--- config.mk ---
export PLATFORM = sky130hd
export DESIGN_NAME = port_pinmux
export DESIGN_NICKNAME = d
export VERILOG_FILES = /design/src/rtl/port_pinmux_pkg.sv /design/src/rtl/port_pinmux_regs.sv /design/src/rtl/port_pinmux_pad_ctrl.sv /design/src/rtl/port_pinmux_in_route.sv /design/src/rtl/port_pinmux.sv
export SDC_FILE = /design/constraint.sdc
export NUM_CORES = 1
export LEC_CHECK = 0
export BUFFER_PORTS_ARGS = -buffer_cell sky130_fd_sc_hd__buf_2
export CORE_AREA = 2 2 160 162
export DETAILED_ROUTE_END_ITERATION = 8
export DIE_AREA = 0 0 162 164
export GPL_ROUTABILITY_DRIVEN = 0
export HOLD_SLACK_MARGIN = 0.12
export PLACE_DENSITY = 0.7
export SYNTH_ARGS = -nofsm -noshare
export SYNTH_HDL_FRONTEND = slang
export SYNTH_HIERARCHICAL = 1
export SYNTH_SLANG_ARGS = --single-unit
export TNS_END_PERCENT = 50
--- constraint.sdc ---
create_clock -name clk -period 6.5 [get_ports clk]
set_input_delay 0.65 -clock clk [delete_from_list [all_inputs] [get_ports clk]]
set_output_delay 0.65 -clock clk [all_outputs]
set_load 0.01 [all_outputs]
--- src/rtl/port_pinmux_pkg.sv ---
package port_pinmux_pkg;

  localparam int MODE_W   = 16;
  localparam int FUNC_W   = 5;
  localparam int PULL_W   = 2;
  localparam int PULL_LSB = 8;

  localparam logic [MODE_W-1:0] MODE_RESET = 16'h0200;
  localparam logic [MODE_W-1:0] MODE_MASK  = 16'h031F;

  // pull / direction codes
  localparam logic [PULL_W-1:0] PULL_NONE = 2'b00;
  localparam logic [PULL_W-1:0] PULL_UP   = 2'b01;
  localparam logic [PULL_W-1:0] PULL_DOWN = 2'b10;
  localparam logic [PULL_W-1:0] PULL_OUT  = 2'b11;

  // function codes
  localparam logic [FUNC_W-1:0] FN_GPIO    = 5'd0;
  localparam logic [FUNC_W-1:0] FN_U1_RX   = 5'd1;
  localparam logic [FUNC_W-1:0] FN_U1_TX   = 5'd2;
  localparam logic [FUNC_W-1:0] FN_U2_RX   = 5'd3;
  localparam logic [FUNC_W-1:0] FN_U2_TX   = 5'd4;
  localparam logic [FUNC_W-1:0] FN_SYSCLK  = 5'd5;
  localparam logic [FUNC_W-1:0] FN_LPCLK   = 5'd6;
  localparam logic [FUNC_W-1:0] FN_SCL     = 5'd9;
  localparam logic [FUNC_W-1:0] FN_SDA     = 5'd10;
  localparam logic [FUNC_W-1:0] FN_PWM5    = 5'd11;
  localparam logic [FUNC_W-1:0] FN_PWM6    = 5'd12;
  localparam logic [FUNC_W-1:0] FN_PWM7    = 5'd13;
  localparam logic [FUNC_W-1:0] FN_ANALOG  = 5'd15;
  localparam logic [FUNC_W-1:0] FN_PWM0    = 5'd16;
  localparam logic [FUNC_W-1:0] FN_PWM1    = 5'd17;
  localparam logic [FUNC_W-1:0] FN_DIAG    = 5'd18;
  localparam logic [FUNC_W-1:0] FN_U1_CTS  = 5'd19;
  localparam logic [FUNC_W-1:0] FN_U1_RTS  = 5'd20;
  localparam logic [FUNC_W-1:0] FN_PWM2    = 5'd23;
  localparam logic [FUNC_W-1:0] FN_PWM3    = 5'd24;
  localparam logic [FUNC_W-1:0] FN_PWM4    = 5'd25;
  localparam logic [FUNC_W-1:0] FN_SPI_DI  = 5'd26;
  localparam logic [FUNC_W-1:0] FN_SPI_DO  = 5'd27;
  localparam logic [FUNC_W-1:0] FN_SPI_CLK = 5'd28;
  localparam logic [FUNC_W-1:0] FN_SPI_CS0 = 5'd29;
  localparam logic [FUNC_W-1:0] FN_SPI_CS1 = 5'd30;

  typedef struct packed {
    logic [PULL_W-1:0] pull;
    logic [FUNC_W-1:0] func;
  } pin_cfg_t;

  localparam pin_cfg_t CFG_RESET = '{pull: MODE_RESET[PULL_LSB +: PULL_W],
                                     func: MODE_RESET[FUNC_W-1:0]};

  // peripheral signals heading for the pads
  typedef struct packed {
    logic       u1_tx;
    logic       u2_tx;
    logic       sys_clk;
    logic       lp_clk;
    logic       u1_rts;
    logic       spi_do;
    logic       spi_clk;
    logic       spi_cs0;
    logic       spi_cs1;
    logic       scl_low;
    logic       sda_low;
    logic [7:0] pwm;
  } periph_src_t;

  // peripheral inputs fed from the pads
  localparam int IN_U1_RX  = 0;
  localparam int IN_U2_RX  = 1;
  localparam int IN_U1_CTS = 2;
  localparam int IN_SPI_DI = 3;
  localparam int IN_SCL    = 4;
  localparam int IN_SDA    = 5;
  localparam int NUM_IN    = 6;

  localparam logic [NUM_IN-1:0] IN_IDLE = 6'b000111;

  function automatic logic [FUNC_W-1:0] in_code(input int k);
    case (k)
      IN_U1_RX:  in_code = FN_U1_RX;
      IN_U2_RX:  in_code = FN_U2_RX;
      IN_U1_CTS: in_code = FN_U1_CTS;
      IN_SPI_DI: in_code = FN_SPI_DI;
      IN_SCL:    in_code = FN_SCL;
      default:   in_code = FN_SDA;
    endcase
  endfunction

endpackage

--- src/rtl/port_pinmux_regs.sv ---
module port_pinmux_regs
  import port_pinmux_pkg::*;
#(
  parameter int NUM_PINS = 12,
  parameter int ADDR_W   = 4
) (
  input  logic                    clk,
  input  logic                    rst_n,
  input  logic                    bus_we,
  input  logic [ADDR_W-1:0]       bus_addr,
  input  logic [MODE_W-1:0]       bus_wdata,
  output logic [MODE_W-1:0]       bus_rdata,
  output pin_cfg_t [NUM_PINS-1:0] cfg,
  output logic                    rst_sync_n
);

  logic [1:0] rst_pipe_q;
  pin_cfg_t [NUM_PINS-1:0] mode_q, mode_d;
  logic [NUM_PINS-1:0]     mode_en;
  pin_cfg_t                wr_cfg;

  // reset: asserted at once, released after two clock edges
  always_ff @(posedge clk or negedge rst_n) begin
    if (!rst_n) rst_pipe_q <= 2'b00;
    else        rst_pipe_q <= {rst_pipe_q[0], 1'b1};
  end
  assign rst_sync_n = rst_pipe_q[1];

  assign wr_cfg.pull = bus_wdata[PULL_LSB +: PULL_W];
  assign wr_cfg.func = bus_wdata[FUNC_W-1:0];

  always_comb begin
    mode_d  = mode_q;
    mode_en = '0;
    for (int p = 0; p < NUM_PINS; p++) begin
      if (bus_we && (bus_addr == ADDR_W'(p))) begin
        mode_en[p] = 1'b1;
        mode_d[p]  = wr_cfg;
      end
    end
  end

  for (genvar p = 0; p < NUM_PINS; p++) begin : g_mode
    always_ff @(posedge clk or negedge rst_sync_n) begin
      if (!rst_sync_n)     mode_q[p] <= CFG_RESET;
      else if (mode_en[p]) mode_q[p] <= mode_d[p];
    end
  end

  always_comb begin
    bus_rdata = '0;
    for (int p = 0; p < NUM_PINS; p++) begin
      if (bus_addr == ADDR_W'(p)) begin
        bus_rdata[PULL_LSB +: PULL_W] = mode_q[p].pull;
        bus_rdata[FUNC_W-1:0]         = mode_q[p].func;
      end
    end
  end

  assign cfg = mode_q;

  logic unused_wdata;
  assign unused_wdata = ^{bus_wdata[MODE_W-1:PULL_LSB+PULL_W],
                          bus_wdata[PULL_LSB-1:FUNC_W]};

endmodule

--- src/rtl/port_pinmux_pad_ctrl.sv ---
module port_pinmux_pad_ctrl
  import port_pinmux_pkg::*;
#(
  parameter bit ANALOG_OK = 1'b0,
  parameter bit DIAG_OK   = 1'b0
) (
  input  pin_cfg_t    cfg,
  input  periph_src_t src,
  input  logic        gpio_bit,
  input  logic        diag_bit,
  output logic        out,
  output logic        oe,
  output logic        pu,
  output logic        pd,
  output logic        adc
);

  logic in_pu, in_pd;
  logic drive, drive_val;

  assign in_pu = (cfg.pull == PULL_UP);
  assign in_pd = (cfg.pull == PULL_DOWN);

  // push-pull sources
  always_comb begin
    drive     = 1'b1;
    drive_val = 1'b0;
    case (cfg.func)
      FN_GPIO: begin
        drive     = (cfg.pull == PULL_OUT);
        drive_val = gpio_bit;
      end
      FN_U1_TX:   drive_val = src.u1_tx;
      FN_U2_TX:   drive_val = src.u2_tx;
      FN_SYSCLK:  drive_val = src.sys_clk;
      FN_LPCLK:   drive_val = src.lp_clk;
      FN_PWM0:    drive_val = src.pwm[0];
      FN_PWM1:    drive_val = src.pwm[1];
      FN_PWM2:    drive_val = src.pwm[2];
      FN_PWM3:    drive_val = src.pwm[3];
      FN_PWM4:    drive_val = src.pwm[4];
      FN_PWM5:    drive_val = src.pwm[5];
      FN_PWM6:    drive_val = src.pwm[6];
      FN_PWM7:    drive_val = src.pwm[7];
      FN_U1_RTS:  drive_val = src.u1_rts;
      FN_SPI_DO:  drive_val = src.spi_do;
      FN_SPI_CLK: drive_val = src.spi_clk;
      FN_SPI_CS0: drive_val = src.spi_cs0;
      FN_SPI_CS1: drive_val = src.spi_cs1;
      FN_DIAG: begin
        drive     = DIAG_OK;
        drive_val = diag_bit;
      end
      default:    drive = 1'b0;
    endcase
  end

  // pad control composition
  always_comb begin
    out = 1'b0;
    oe  = 1'b0;
    pu  = 1'b0;
    pd  = 1'b0;
    adc = 1'b0;
    if (drive) begin
      oe  = 1'b1;
      out = drive_val;
    end else begin
      case (cfg.func)
        FN_GPIO, FN_U1_RX, FN_U2_RX, FN_U1_CTS, FN_SPI_DI: begin
          pu = in_pu;
          pd = in_pd;
        end
        FN_SCL: begin
          pu = in_pu;
          pd = in_pd;
          oe = src.scl_low;
        end
        FN_SDA: begin
          pu = in_pu;
          pd = in_pd;
          oe = src.sda_low;
        end
        FN_ANALOG: adc = ANALOG_OK;
        default: ;
      endcase
    end
  end

endmodule

--- src/rtl/port_pinmux_in_route.sv ---
module port_pinmux_in_route
  import port_pinmux_pkg::*;
#(
  parameter int NUM_PINS = 12
) (
  input  pin_cfg_t [NUM_PINS-1:0] cfg,
  input  logic [NUM_PINS-1:0]     pad_in,
  output logic [NUM_IN-1:0]       periph_in
);

  for (genvar k = 0; k < NUM_IN; k++) begin : g_in
    localparam logic [FUNC_W-1:0] CODE = in_code(k);
    logic [NUM_PINS-1:0] claim;

    always_comb begin
      for (int p = 0; p < NUM_PINS; p++) claim[p] = (cfg[p].func == CODE);
    end

    // scan from the top so the lowest claiming pad is applied last
    always_comb begin
      periph_in[k] = IN_IDLE[k];
      for (int p = NUM_PINS-1; p >= 0; p--) begin
        if (claim[p]) periph_in[k] = pad_in[p];
      end
    end
  end

endmodule

--- src/rtl/port_pinmux.sv ---
module port_pinmux
  import port_pinmux_pkg::*;
#(
  parameter int                NUM_PINS     = 12,
  parameter int                ADDR_W       = 4,
  parameter int                DIAG_W       = 4,
  parameter int                DIAG_MIRROR  = 8,
  parameter logic [NUM_PINS-1:0] ANALOG_MASK = 12'h0C6
) (
  input  logic                clk,
  input  logic                rst_n,
  input  logic                bus_we,
  input  logic [ADDR_W-1:0]   bus_addr,
  input  logic [15:0]         bus_wdata,
  output logic [15:0]         bus_rdata,
  input  logic [NUM_PINS-1:0] gpio_out,
  output logic [NUM_PINS-1:0] gpio_in,
  input  logic                uart1_tx,
  input  logic                uart2_tx,
  input  logic                sys_clk_out,
  input  logic                lp_clk_out,
  input  logic [7:0]          pwm,
  input  logic                uart1_rts,
  input  logic                spi_do,
  input  logic                spi_clk,
  input  logic                spi_cs0,
  input  logic                spi_cs1,
  input  logic                scl_drive_low,
  input  logic                sda_drive_low,
  input  logic [DIAG_W-1:0]   diag,
  output logic                uart1_rx,
  output logic                uart2_rx,
  output logic                uart1_cts,
  output logic                spi_di,
  output logic                scl_in,
  output logic                sda_in,
  input  logic [NUM_PINS-1:0] pad_in,
  output logic [NUM_PINS-1:0] pad_out,
  output logic [NUM_PINS-1:0] pad_oe,
  output logic [NUM_PINS-1:0] pad_pu,
  output logic [NUM_PINS-1:0] pad_pd,
  output logic [NUM_PINS-1:0] adc_sel
);

  pin_cfg_t [NUM_PINS-1:0] cfg;
  periph_src_t             src;
  logic [NUM_IN-1:0]       periph_in;
  logic                    rst_sync_n;

  port_pinmux_regs #(
    .NUM_PINS(NUM_PINS),
    .ADDR_W  (ADDR_W)
  ) u_regs (
    .clk       (clk),
    .rst_n     (rst_n),
    .bus_we    (bus_we),
    .bus_addr  (bus_addr),
    .bus_wdata (bus_wdata),
    .bus_rdata (bus_rdata),
    .cfg       (cfg),
    .rst_sync_n(rst_sync_n)
  );

  assign src.u1_tx   = uart1_tx;
  assign src.u2_tx   = uart2_tx;
  assign src.sys_clk = sys_clk_out;
  assign src.lp_clk  = lp_clk_out;
  assign src.u1_rts  = uart1_rts;
  assign src.spi_do  = spi_do;
  assign src.spi_clk = spi_clk;
  assign src.spi_cs0 = spi_cs0;
  assign src.spi_cs1 = spi_cs1;
  assign src.scl_low = scl_drive_low;
  assign src.sda_low = sda_drive_low;
  assign src.pwm     = pwm;

  for (genvar p = 0; p < NUM_PINS; p++) begin : g_pin
    localparam bit IS_DIAG_LO = (p < DIAG_W);
    localparam bit IS_DIAG_HI = (p >= DIAG_MIRROR) && (p < DIAG_MIRROR + DIAG_W);
    logic diag_bit;

    if (IS_DIAG_LO) begin : g_dlo
      assign diag_bit = diag[p];
    end else if (IS_DIAG_HI) begin : g_dhi
      assign diag_bit = diag[p-DIAG_MIRROR];
    end else begin : g_dnone
      assign diag_bit = 1'b0;
    end

    port_pinmux_pad_ctrl #(
      .ANALOG_OK(ANALOG_MASK[p]),
      .DIAG_OK  (IS_DIAG_LO || IS_DIAG_HI)
    ) u_pad (
      .cfg     (cfg[p]),
      .src     (src),
      .gpio_bit(gpio_out[p]),
      .diag_bit(diag_bit),
      .out     (pad_out[p]),
      .oe      (pad_oe[p]),
      .pu      (pad_pu[p]),
      .pd      (pad_pd[p]),
      .adc     (adc_sel[p])
    );
  end

  port_pinmux_in_route #(
    .NUM_PINS(NUM_PINS)
  ) u_in_route (
    .cfg      (cfg),
    .pad_in   (pad_in),
    .periph_in(periph_in)
  );

  assign gpio_in   = pad_in;
  assign uart1_rx  = periph_in[IN_U1_RX];
  assign uart2_rx  = periph_in[IN_U2_RX];
  assign uart1_cts = periph_in[IN_U1_CTS];
  assign spi_di    = periph_in[IN_SPI_DI];
  assign scl_in    = periph_in[IN_SCL];
  assign sda_in    = periph_in[IN_SDA];

endmodule

# [Yosys cells after proc, flatten, opt, wreduce, memory -nomap -nowiden]
# Cells that the tools add are included.
[word_totals] output_inout_bits=94 ff_bits=86
[op_classes] mux=224 reduce_logical=61 n_eq_ne=335
[ops] cell="$eq A5 B5 Y1 const B" n=152
[ops] cell="$eq A5 B4 Y1 const B" n=64
[ops] cell="$eq A5 B3 Y1 const B" n=36
[ops] cell="$mux W1" n=164
[ops] cell="$pmux W1 S19" n=8
[ops] cell="$reduce_or A18 Y1" n=8
[ops] cell="$eq A5 B2 Y1 const B" n=24
[ops] cell="$reduce_or A7 Y1" n=12
[ops] cell="$pmux W1 S18" n=4
[ops] cell="$reduce_or A17 Y1" n=4
[ops] cell="$eq A5 B1 Y1 const B" n=12
[ops] cell="$logic_not A5 Y1" n=12
[ops] cell="$mux W5" n=12
[ops] cell="$eq A2 B2 Y1 const B" n=24
[ops] cell="$pmux W1 S2" n=24
[ops] cell="$eq A2 B1 Y1 const B" n=12
[ops] cell="$mux W2" n=12
[ops] cell="$reduce_and A2 Y1" n=12
[ops] cell="$eq A4 B3 Y1 const B" n=4
[ops] cell="$eq A4 B4 Y1 const B" n=4
[ops] cell="$logic_and A1 B1 Y1" n=12
[ops] cell="$eq A4 B2 Y1 const B" n=2
[ops] cell="$eq A4 B1 Y1 const B" n=1
[ops] cell="$logic_not A4 Y1" n=1

# [Longest topological paths before layout]
[depth] depth_word=13 mapped_depth=7 mapped_depth_nobuf=6

# [Modules after synthesis]
# The synthesis kept the hierarchy.
[modules_own_cells] mod="port_pinmux_regs" cells_each=284 seq_area_each_um2=2167.1 n_inst=1 area_each_um2=4164.0
[modules_own_cells] mod="port_pinmux_pad_ctrl at g_pin[0].u_pad ..." cells_each=60 seq_area_each_um2=0.0 n_inst=6 area_each_um2=434.2
[modules_own_cells] mod="port_pinmux_in_route" cells_each=244 seq_area_each_um2=0.0 n_inst=1 area_each_um2=1552.7
[modules_own_cells] mod="port_pinmux_pad_ctrl at g_pin[4].u_pad ..." cells_each=63 seq_area_each_um2=0.0 n_inst=2 area_each_um2=449.2
[modules_own_cells] mod="port_pinmux_pad_ctrl at g_pin[6].u_pad ..." cells_each=65 seq_area_each_um2=0.0 n_inst=2 area_each_um2=439.2
[modules_own_cells] mod="port_pinmux_pad_ctrl at g_pin[1].u_pad ..." cells_each=54 seq_area_each_um2=0.0 n_inst=2 area_each_um2=401.6
[modules_own_cells] mod="port_pinmux" cells_each=13 seq_area_each_um2=0.0 n_inst=1 area_each_um2=93.8

# [Least setup slack after synthesis]
# No wires, ideal clock.
[synth_path] path_kind="reg-to-output" from="register u_regs.mode_q (netlist bit u_regs/cfg[43])" to="output scl_in" n_path_buf=0 arrival_time_ps=2011 setup_slack_ps=3839 stages_incl_launch_ff=7 cell_sequence="dfrtp_1 > or3b_1 > or3b_1 > or3b_1 > a31oi_1 > a311oi_1 > a21oi_2"
[synth_via] elab_chain_cells=8
[synth_rtl] element="start, declared" line_no="port_pinmux_regs.sv:18" source="pin_cfg_t [NUM_PINS-1:0] mode_q, mode_d;"
[synth_rtl] element="start signal, assigned by index" line_no="port_pinmux_regs.sv:46" source="else if (mode_en[p]) mode_q[p] <= mode_d[p];"
[synth_rtl] element="$eq A5 B4 Y1" line_no="port_pinmux_in_route.sv:16" source="for (int p = 0; p < NUM_PINS; p++) claim[p] = (cfg[p].func == CODE);"
[synth_rtl] element="$mux W1 (7 in a row)" line_no="port_pinmux_in_route.sv:23" source="if (claim[p]) periph_in[k] = pad_in[p];"
[synth_rtl] element="end, declared" line_no="port_pinmux.sv:35" source="output logic scl_in,"
# Every way passes these cells.

# [Worst setup path in the final report]
[layout_path] from="register u_regs.mode_q (netlist bit u_regs/cfg[70])" to="output uart1_rx"
[layout_via] elab_chain_cells=12
[layout_rtl] element="$eq A5 B1 Y1" line_no="port_pinmux_in_route.sv:16"
[layout_rtl] element="$mux W1 (11 in a row)" line_no="port_pinmux_in_route.sv:23"
[layout_rtl] element="end, declared" line_no="port_pinmux.sv:31" source="output logic uart1_rx,"
# Every way passes these cells.

==> results.rst <==
.. list-table::
   :header-rows: 1

   * - Metric
     - Value
   * - Ys flop type
     - dfrtp_1
   * - Clock network latency to the later pin of the worst-skew pair
     - 350 ps
   * - RSZ-0062 raised after global routing
     - false
   * - Placement row count
     - 58
   * - Setup TNS
     - 0 ps
   * - Worst EP arrival
     - 3100 ps
   * - CP Launch Type
     - flop
   * - Via count
     - about 11k
   * - Overall die height
     - 164 µm
   * - Number of search-and-repair iterations in the first detailed-routing pass
     - 7
   * - Number of global-route vias before repair
     - 9313
   * - Floorplan die width
     - 162 µm
   * - Number of H-tree levels
     - 3
   * - Number of sinks driven by the clock tree
     - 86
   * - Wire length per cell after detailed routing
     - approximately 23 µm
   * - Nets
     - ~1.4k
   * - Combined buffer and inverter count along the critical path
     - 1
   * - Die footprint
     - ~0.027 mm²
   * - Synth-to-layout area growth
     - 5.36%
   * - Instance area after placement
     - 0.0112 mm²
   * - Startpoint of the worst hold path
     - u_regs/rst_pipe_q[0]
   * - Final number of hold-violating endpoints
     - 0
   * - Final Max Tran Viols
     - 0
   * - TritonCTS clock tree
     - yes
   * - Port Buf Inserts
     - 137
   * - Pwr Total
     - 3.37 mW
   * - Min Clock Period, post-route
     - 3750 ps
   * - Global-route wire length before repair
     - 56.4 mm
   * - Maximum number of pins on one net before global-route repair
     - 85
   * - Number of storage elements in the synthesis netlist
     - between 80 and 90
   * - Avg Vias per Cell
     - between 6 and 7
   * - Post-layout instance area
     - about 0.012 mm²
   * - GRT Overall Usage
     - 0.277
   * - Number of post-CTS setup repair buffers
     - 0
   * - Critical path class
     - reg -> out
   * - Result of the run
     - finished clean
   * - Highest-delay cell along the critical path
     - dfrtp_1
   * - Number of buffers created by CTS
     - 9
   * - Series of cell instances along the critical path
     - or4b_1 -> or3_1 -> a31oi_1 -> a211oi_1 -> o21ai_0 -> a21oi_1 -> buf_2
   * - Effective utilization at floorplan
     - 0.443
   * - FFs w/ async S/R, synth
     - 1.00
   * - Final HPWL from detailed placement
     - 25.0 mm
   * - Number of flops mapped to enable cells by yosys
     - 0
   * - Area of the mapped netlist
     - 0.0110 mm²
   * - Count of routing violations after the opening detailed-route iteration
     - 1211
   * - Detailed Route WL
     - 37.8 mm
   * - RR Startpoint
     - u_regs/cfg[36]
   * - Period utilization
     - 0.577
   * - Worst Skew
     - 3.67 ps
   * - Clock slew seen by the registers of the worst setup and hold paths
     - 60 ps
   * - Max stage delay on crit path
     - 830 ps
   * - Endpoint type of the worst setup path
     - primary output
   * - Total power per unit cell area
     - 291 mW/mm²
   * - Worst hold slack after final layout
     - 355 ps
   * - Total leakage power
     - 4.32 nW
   * - Upper clock frequency limit
     - 0.267 GHz
   * - Number of top-level design ports
     - around 160
   * - Gate Count Post-Synth
     - between 1k and 1.5k
   * - Class of the tightest hold or removal check
     - reg -> reg
   * - Count of yosys warnings during synthesis
     - 6
   * - Sequential area share after synthesis
     - 0.197
   * - Mean cell area of the mapped netlist
     - 8.69 µm²
   * - Crit path launch
     - u_regs/cfg[70]
   * - Category of cells accounting for the largest share of critical-path delay
     - simple AND/OR/NAND/NOR gates
   * - Final standard cell utilization of the core
     - 0.467
   * - Number of different library cells in the post-synthesis netlist
     - 95
   * - Critical path required time
     - 5850 ps
   * - Antenna violations before repair
     - 2
   * - Share of layout cells above drive strength 1
     - 0.286
   * - Core region area
     - ~0.025 mm²
   * - Endpoints failing setup
     - 0
   * - Detailed-route DRC error count
     - 0
   * - Buffer levels on the longest clock path
     - 2
   * - Maximum fanout count along the critical path
     - 26
   * - Number of max-cap violations
     - 0
   * - Cell at the root of the clock tree
     - clkbuf_16
   * - Pin slew with the least headroom to its limit
     - 1100 ps
   * - Peak VDD IR
     - 0.188 mV
   * - Worst max-slew margin expressed relative to the limit
     - 0.265
   * - Antenna Nets Post-Route
     - 0
   * - Overflow after GRT
     - 0
-- Yosys cell counts (13+ instances only) --
master / count / share of area
nand4_1: 14 / 0.0080
buf_2: 35 / 0.016
a31oi_1: 23 / 0.013
nand2b_1: 26 / 0.015
inv_1: 28 / 0.0096
a22oi_1: 24 / 0.016
nor2b_1: 24 / 0.014
nand3_1: 50 / 0.023
mux2i_1: 37 / 0.034
and3_1: 18 / 0.010
nor2_1: 57 / 0.019
a21oi_1: 61 / 0.028
nor3_1: 26 / 0.012
mux2_2: 86 / 0.088
nor3b_1: 33 / 0.023
o21ai_0: 45 / 0.020
nor3b_2: 15 / 0.017
buf_4: 57 / 0.039
mux4_2: 18 / 0.037
buf_6: 22 / 0.023
nand4b_1: 26 / 0.021
dfrtp_1: 74 / 0.17
nand2_1: 92 / 0.031
o211ai_1: 22 / 0.015
nand3b_1: 27 / 0.018
o21ai_1: 13 / 0.0059
-- final cells by class --
| class | instances | area (µm²) |
|---|---|---|
| fillers | 2454 | 13200 |
| multi-input cells | 1031 | 7850 |
| flip-flops and latches | 86 | 2170 |
| repair buffers | 138 | 696 |
| well taps | 330 | 413 |
| clock buffers | 11 | 243 |
| inverters | 34 | 128 |
| clock inverters | 5 | 82.6 |
| diodes | 1 | 2.50 |
-- flip-flops by register name (all words and copies together) (netlist names) --
name               count
u_regs/cfg            84
u_regs/rst_pipe_q      2
-- layout by cell type, fill, tap and decap left out, types with 13 or more instances in the layout --
cell type | synthesis | layout
conb_1 | 11 | 22
mux2i_1 | 37 | 37
a21oi_1 | 61 | 61
nand2_1 | 92 | 92
nand4b_1 | 26 | 26
nand3_1 | 50 | 50
mux4_2 | 18 | 18
dfrtp_1 | 74 | 73
nor3_1 | 26 | 26
inv_1 | 28 | 28
o21ai_1 | 13 | 13
and3_1 | 18 | 18
nand3b_1 | 27 | 27
o211ai_1 | 22 | 22
nor2b_1 | 24 | 24
nor2_1 | 57 | 57
mux2_2 | 86 | 86
nand2b_1 | 26 | 26
buf_2 | 35 | 137
nor3b_2 | 15 | 15
o21ai_0 | 45 | 45
a31oi_1 | 23 | 23
a22oi_1 | 24 | 24
nor3b_1 | 33 | 33
nand4_1 | 14 | 14
-- layer usage --
metal  vias up  share of wire  global-route usage
li1       4899              -                   -
met1      5201           0.41               0.380
met2       578           0.44               0.420
met3        95           0.10              0.0667
met4         2          0.043               0.111
met5         -        0.00034                   0
-- path summary, 6_finish.rpt --
path                                   endpoint  slack [ps]  cells past startpoint
min in group asynchronous        u_regs/cfg[59]         550                      0
min                        u_regs/rst_pipe_q[1]         350                      0
max                                    uart1_rx        2750                      7
min reg2reg                u_regs/rst_pipe_q[1]         350                      0
max in group asynchronous        u_regs/cfg[25]        5260                      0
max reg2reg                      u_regs/cfg[36]        5180                      1
-- logic make-up after synthesis --
| kind of cell | after synthesis | synth area share |
|---|---|---|
| flip-flops | 86 | 0.197 |
| XOR/XNOR | 18 | 0.0143 |
| buffers and inverters | 159 | 0.0927 |
| AO/OA/AOI/OAI | 325 | 0.219 |
| multiplexers | 162 | 0.184 |
| other | 11 | 0.00376 |
| AND/OR/NAND/NOR | 504 | 0.289 |
-- per-stage QoR --
step           setup WS, ps  cells
6_report               2750   1636
5_1_grt                2620   1635
4_1_cts                2810   1635
3_5_place_dp           3180   1618
3_3_place_gp           3180   1618
2_1_floorplan          3840   1276
-- where the power goes --
part	internal, mW	total, mW	leakage (nW)	switching, mW
Combinational	0.793	1.54	3.13	0.744
Clock	0.348	0.565	0.160	0.218
Sequential	0.661	1.27	1.03	0.604
Total	1.80	3.37	4.32	1.57
-- repair_timing --
item                      CTS  global route
hold buffers                1             0
gates resized for setup     0             0
hold endpoints to repair    2             0
No activity file was read; power rests on OpenSTA's default activity.
